--- src/rtl/uart_tg_pkg.sv ---
package uart_tg_pkg;
   typedef enum logic [2:0] {
      TX_IDLE   = 3'd0,
      TX_START  = 3'd1,
      TX_DATA   = 3'd2,
      TX_PARITY = 3'd3,
      TX_STOP   = 3'd4
   } tx_state_e;
endpackage

--- src/rtl/uart_tg_hold.sv ---
module uart_tg_hold #(
   parameter int DATA_BITS = 8
) (
   input  logic                 clk,
   input  logic                 rst_n,
   input  logic                 wr_valid,
   input  logic [DATA_BITS-1:0] wr_data,
   output logic                 wr_ready,
   input  logic                 take,
   output logic                 full,
   output logic [DATA_BITS-1:0] data
);
   logic accept;

   assign wr_ready = !full;
   assign accept   = wr_valid && !full;

   always_ff @(posedge clk) begin
      if (!rst_n) begin
         full <= 1'b0;
         data <= '0;
      end else if (accept) begin
         full <= 1'b1;
         data <= wr_data;
      end else if (take) begin
         full <= 1'b0;
      end
   end

   assert_ready_drops_R8: assert property (@(posedge clk) disable iff (!rst_n)
      (wr_valid && wr_ready) |=> !wr_ready);

   assert_held_byte_kept_R10: assert property (@(posedge clk) disable iff (!rst_n)
      (full && !take) |=> (full && $stable(data)));
endmodule

--- src/rtl/uart_tg_guard.sv ---
module uart_tg_guard #(
   parameter int GUARD_W = 8
) (
   input  logic               clk,
   input  logic               rst_n,
   input  logic               tick,
   input  logic               arm,
   input  logic [GUARD_W-1:0] len,
   output logic               open,
   output logic               done
);
   logic [GUARD_W-1:0] cnt;

   always_ff @(posedge clk) begin
      if (!rst_n)
         cnt <= '0;
      else if (arm)
         cnt <= len;
      else if (tick && cnt != '0)
         cnt <= cnt - 1'b1;
   end

   assign open = (cnt <= GUARD_W'(1));
   assign done = (cnt == '0);

   assert_count_on_tick_R11: assert property (@(posedge clk) disable iff (!rst_n)
      (!tick) |=> $stable(cnt));
endmodule

--- src/rtl/uart_tg_shift.sv ---
module uart_tg_shift
   import uart_tg_pkg::*;
#(
   parameter int DATA_BITS  = 8,
   parameter bit PARITY_ODD = 1'b0
) (
   input  logic                 clk,
   input  logic                 rst_n,
   input  logic                 tick,
   input  logic                 hold_full,
   input  logic [DATA_BITS-1:0] hold_data,
   input  logic                 guard_open,
   input  logic                 len_zero,
   input  logic                 parity_en,
   output logic                 take,
   output logic                 arm,
   output logic                 txd,
   output logic                 busy
);
   localparam int IDX_W = (DATA_BITS > 1) ? $clog2(DATA_BITS) : 1;
   localparam logic [IDX_W-1:0] LAST_IDX = IDX_W'(DATA_BITS - 1);

   tx_state_e            state;
   logic [DATA_BITS-1:0] shreg;
   logic [IDX_W-1:0]     bidx;
   logic                 par_bit;

   generate
      if (PARITY_ODD) begin : g_odd
         assign par_bit = ~^shreg;
      end else begin : g_even
         assign par_bit = ^shreg;
      end
   endgenerate

   assign take = tick && hold_full &&
                 (((state == TX_IDLE) && guard_open) || ((state == TX_STOP) && len_zero));
   assign arm  = tick && (state == TX_STOP);
   assign busy = (state != TX_IDLE);

   always_ff @(posedge clk) begin
      if (!rst_n) begin
         state <= TX_IDLE;
         shreg <= '0;
         bidx  <= '0;
      end else if (take) begin
         state <= TX_START;
         shreg <= hold_data;
         bidx  <= '0;
      end else if (tick) begin
         case (state)
            TX_START: begin
               state <= TX_DATA;
               bidx  <= '0;
            end
            TX_DATA: begin
               if (bidx == LAST_IDX)
                  state <= parity_en ? TX_PARITY : TX_STOP;
               else
                  bidx <= bidx + 1'b1;
            end
            TX_PARITY: state <= TX_STOP;
            TX_STOP:   state <= TX_IDLE;
            default:   state <= TX_IDLE;
         endcase
      end
   end

   always_comb begin
      case (state)
         TX_START:  txd = 1'b0;
         TX_DATA:   txd = shreg[bidx];
         TX_PARITY: txd = par_bit;
         default:   txd = 1'b1;
      endcase
   end

   assert_line_on_tick_R11: assert property (@(posedge clk) disable iff (!rst_n)
      (!tick) |=> $stable(txd));

   assert_start_after_gap_R5: assert property (@(posedge clk) disable iff (!rst_n)
      (tick && state == TX_IDLE && !guard_open) |=> (state == TX_IDLE));
endmodule

--- src/rtl/uart_tg_tx.sv ---
module uart_tg_tx #(
   parameter int DATA_BITS  = 8,
   parameter int GUARD_W    = 8,
   parameter bit PARITY_ODD = 1'b0
) (
   input  logic                 clk,
   input  logic                 rst_n,
   input  logic                 bit_tick,
   input  logic                 wr_valid,
   input  logic [DATA_BITS-1:0] wr_data,
   output logic                 wr_ready,
   input  logic                 parity_en,
   input  logic [GUARD_W-1:0]   guard_len,
   output logic                 txd,
   output logic                 tx_empty
);
   generate
      if (DATA_BITS < 5 || DATA_BITS > 9) begin : g_bad_data
         $error("DATA_BITS must lie between 5 and 9");
      end
      if (GUARD_W < 1 || GUARD_W > 16) begin : g_bad_guard
         $error("GUARD_W must lie between 1 and 16");
      end
   endgenerate

   logic                 hold_full;
   logic [DATA_BITS-1:0] hold_data;
   logic                 take;
   logic                 arm;
   logic                 guard_open;
   logic                 guard_done;
   logic                 busy;

   uart_tg_hold #(.DATA_BITS(DATA_BITS)) u_hold (
      .clk      (clk),
      .rst_n    (rst_n),
      .wr_valid (wr_valid),
      .wr_data  (wr_data),
      .wr_ready (wr_ready),
      .take     (take),
      .full     (hold_full),
      .data     (hold_data)
   );

   uart_tg_guard #(.GUARD_W(GUARD_W)) u_guard (
      .clk   (clk),
      .rst_n (rst_n),
      .tick  (bit_tick),
      .arm   (arm),
      .len   (guard_len),
      .open  (guard_open),
      .done  (guard_done)
   );

   uart_tg_shift #(.DATA_BITS(DATA_BITS), .PARITY_ODD(PARITY_ODD)) u_shift (
      .clk        (clk),
      .rst_n      (rst_n),
      .tick       (bit_tick),
      .hold_full  (hold_full),
      .hold_data  (hold_data),
      .guard_open (guard_open),
      .len_zero   (guard_len == '0),
      .parity_en  (parity_en),
      .take       (take),
      .arm        (arm),
      .txd        (txd),
      .busy       (busy)
   );

   assign tx_empty = !hold_full && !busy && guard_done;

   assert_empty_means_idle_R9: assert property (@(posedge clk) disable iff (!rst_n)
      tx_empty |-> (txd && wr_ready));

   assert_write_clears_empty_R9: assert property (@(posedge clk) disable iff (!rst_n)
      (wr_valid && wr_ready) |=> !tx_empty);
endmodule

--- config.mk ---
export PLATFORM = sky130hd
export DESIGN_NAME = uart_tg_tx
export DESIGN_NICKNAME = d
export VERILOG_FILES = /design/src/rtl/uart_tg_pkg.sv /design/src/rtl/uart_tg_hold.sv /design/src/rtl/uart_tg_guard.sv /design/src/rtl/uart_tg_shift.sv /design/src/rtl/uart_tg_tx.sv
export SDC_FILE = /design/constraint.sdc
export NUM_CORES = 1
export LEC_CHECK = 0
export ABC_AREA = 1
export BUFFER_PORTS_ARGS = -buffer_cell sky130_fd_sc_hd__buf_2
export CAP_MARGIN = 25
export CORE_MARGIN = 2
export CORE_UTILIZATION = 62
export DETAILED_ROUTE_END_ITERATION = 10
export PLACE_DENSITY = 0.82
export SYNTH_ARGS = -nofsm -noshare
export SYNTH_HDL_FRONTEND = slang
export SYNTH_SLANG_ARGS = --single-unit
--- constraint.sdc ---
create_clock -name clk -period 3.5 [get_ports clk]
set_input_delay 0 -clock clk [delete_from_list [all_inputs] [get_ports clk]]
set_output_delay 0 -clock clk [all_outputs]
set_load 0.005 [all_outputs]
==> impl_metrics.yaml <==
global_routing:
  antenna_found_initial: 0
  grt_start_max_net_pins: 24
  grt_overflow: 0
  grt_pass1_wl_mm: 6.60
  grt_pass1_vias: 1577
  grt.total_usage: 0.245
placed_design:
  place.gp.congestion: 0.877
  port_buffers: 23
  hpwl_mm: 2.78
  place_area_sq_um: 1990
setup_path:
  critical_path_class: "reg -> reg"
  path_cells: "inv_1, ha_1, nor2_1, nor2_1, nand3_2, nand2_4, nand2_1, nand2_2, nor2_1"
  critPathMostFrequentCell: "nor2_1"
  slowest_stage: "dfxtp_1"
  cp.buffers_inverters: 1
  critPathLaunchType: "flop"
  critPathMaxFanout: 17
  worst_path_largest_cell_delay_ns: 0.33
  arrival_ns: 1.81
  critPathTopFamily: "simple AND/OR/NAND/NOR gates"
  critPathCaptureType: "flop"
  critPathRequiredTime_ns: 3.72
logic_synthesis:
  ys_seq_elements: 31
  yosysWarnings: 0
  synth-edff-count: 0
  synth_top_flop_cell: "dfxtp_1"
  ys_seq_area_frac: 0.327
  avgSynthCellArea_sq_um: 6.36
  syn-cell-area_sq_um: 1900
  ys_types: 31
  syn_nets: 324
  synth_top_area_cell: "dfxtp_1"
  syn_inst: 298
  synthArstFlopShare: 0
  synthTopCellsByArea: "dfxtp_1 (33%), nand2_1 (15%), inv_1 (7.7%), nor2_1 (7.7%), a21oi_1 (6.6%)"
  netlist.area_leader.share: 0.327
cts:
  root_buffer: "clkbuf_4"
  cts.sinks: 31
  cts_buffers: 5
  path_clk_slew_ns: 0.09
  cts_buffer_depth: 2
  cts_htree_levels: 2
  cts_resized: 0
  tritoncts: "yes"
  clock_latency_ns: 0.33
job:
  drv_cap: 0
cells_and_area:
  fin_util: 0.723
  ff_latch_area_sq_um: 621
  layout.nets: 356
  multi_input_comb_area_sq_um: 1050
  drive_above_1_share: 0.152
  syn_to_final_growth_pct: 13.6
  fill_cells: 260
  final_area_sq_um: 2150
  antenna_cells: 0
timing:
  rsz0062_at_grt: "no"
  finalSetupViolations: 0
  max_freq_mhz: 629
  maxSlewViolCount: 0
  worst_slew_pin_slew_ns: 0.469
  maxSlewHeadroom: 0.685
  hold_viol: 0
  finalCriticalPeriod_ns: 1.59
  final.period_utilization: 0.454
  fin_setup_tns_ns: 0
  fin_skew_ns: 0.00636
min_path:
  hold_path.class: "in -> reg"
floorplanning:
  die_area_sq_um: 3520
  die_w_microns: 59.3
  core_area_sq_um: 2980
  die-height_microns: 59.3
  start_util: 0.637
  boundaryPins: 24
  fp-row-count: 20
power_and_ir_drop:
  p_leak_nw: 0.980
  vdd_ir_drop_max_uv: 442
  power_density_nw_per_um2: 665
detailed_routing:
  dr.pass1.iters: 4
  drt-initial-drc-count: 90
  wl_per_cell_microns: 10.6
  routed_via_density: 4.99
  drc: 0
  maxUsedRoutingLayer: "met4"
  ant_nets: 0
  dr_wl_met3_microns: 189
  wirelength_mm: 3.85
  met2WireLength_mm: 1.71
  dr_total_vias: 1811
  wl_met1_mm: 1.90
status:
  status: "complete, no violations"
## per-layer routing
layer  up-vias  track usage
met5         -            0
met4         0       0.0812
met3         5       0.0590
met2        38        0.380
met1       764        0.333
li1       1004            -
## tightest hold or removal path: stages
cell and delay (ns):
buf_2 0.10, o21ai_0 0.15, nor3_1 0.06
## placed cells by master, fill, tap and decap left out, types with 2 or more instances in the layout
master and instances:
nand4_1 2, a21oi_2 2, nor3_1 5, a21oi_1 25
inv_2 2, nand2_2 4, inv_1 39, buf_2 23
o211ai_1 2, ha_1 5, o21ai_0 18, nor2_2 3
dlygate4sd3_1 11, dfxtp_1 31, xor2_1 2, nor2_1 39
clkbuf_4 5, nand2_1 75, nor2_4 2, nand3_1 21
or2_2 3, nand3_2 3
## state kept, by name, summed over array words and instances, names as in the netlist
signal	count
u_shift.shreg	8
u_hold.data	8
u_shift.bidx	3
u_hold.full	1
u_shift.state	3
u_guard.cnt	8
## kinds of logic (layout without fill, tap and decap cells)
family	Yosys count	after routing	share of synthesized area
AND/OR/NAND/NOR	159	159	0.371
buffers and inverters	51	83	0.117
AO/OA/AOI/OAI	49	49	0.137
flip-flops	31	31	0.327
adder cells (fa/ha/maj)	5	5	0.0330
XOR/XNOR	3	3	0.0139
## what timing repair did
item	CTS	global route
setup endpoints to repair	0	0
hold buffers	11	0
buffers inserted	0	0
hold endpoints to repair	11	0
## Yosys cell counts (all sizes together), types with 2 or more instances
library cell  number
buf                6
a21oi             27
nor3               5
o21ai             19
o211ai             2
nand2             80
dfxtp             31
inv               41
or2                3
xor2               2
clkbuf             3
ha                 5
nor2              44
nand3             24
nand4              2
## layout make-up
| class | count | share of cell area |
|---|---|---|
| clock inverter | 1 | 0.00232 |
| inverter | 42 | 0.0732 |
| sequential | 31 | 0.288 |
| timing repair buffer | 34 | 0.105 |
| tap | 33 | 0.0192 |
| multi-input combinational | 216 | 0.489 |
| clock buffer | 6 | 0.0238 |
## stage by stage
stage | setup slack, ns | hold WS, ns | power, mW | std cells
2_1_floorplan | 2.12 | 0.150 | 1.11 | 298
3_3_place_gp | 1.99 | 0.276 | 1.21 | 345
3_5_place_dp | 1.93 | 0.286 | 1.21 | 345
4_1_cts | 1.90 | 0.00319 | 1.44 | 363
5_1_grt | 1.72 | 0.0309 | 1.58 | 363
6_report | 1.91 | 0.00913 | 1.43 | 363
## final timing paths
| check | from | end | slack [ns] | cells past startpoint |
|---|---|---|---|---|
| max | u_guard.cnt[0] | u_shift.bidx[1] | 1.91 | 9 |
| min | guard_len[3] | u_guard.cnt[3] | 0.009 | 3 |
| max reg2reg | u_guard.cnt[0] | u_shift.bidx[1] | 1.91 | 9 |
| min reg2reg | u_hold.data[6] | u_hold.data[6] | 0.47 | 2 |
## report_power, final
part	leakage [nW]	internal [mW]	total (mW)	switching, mW
Sequential	0.254	0.430	0.510	0.0793
Combinational	0.692	0.266	0.712	0.446
Clock	0.0341	0.0929	0.210	0.117
Total	0.980	0.789	1.43	0.643
Power figures use the tool's default switching activity.
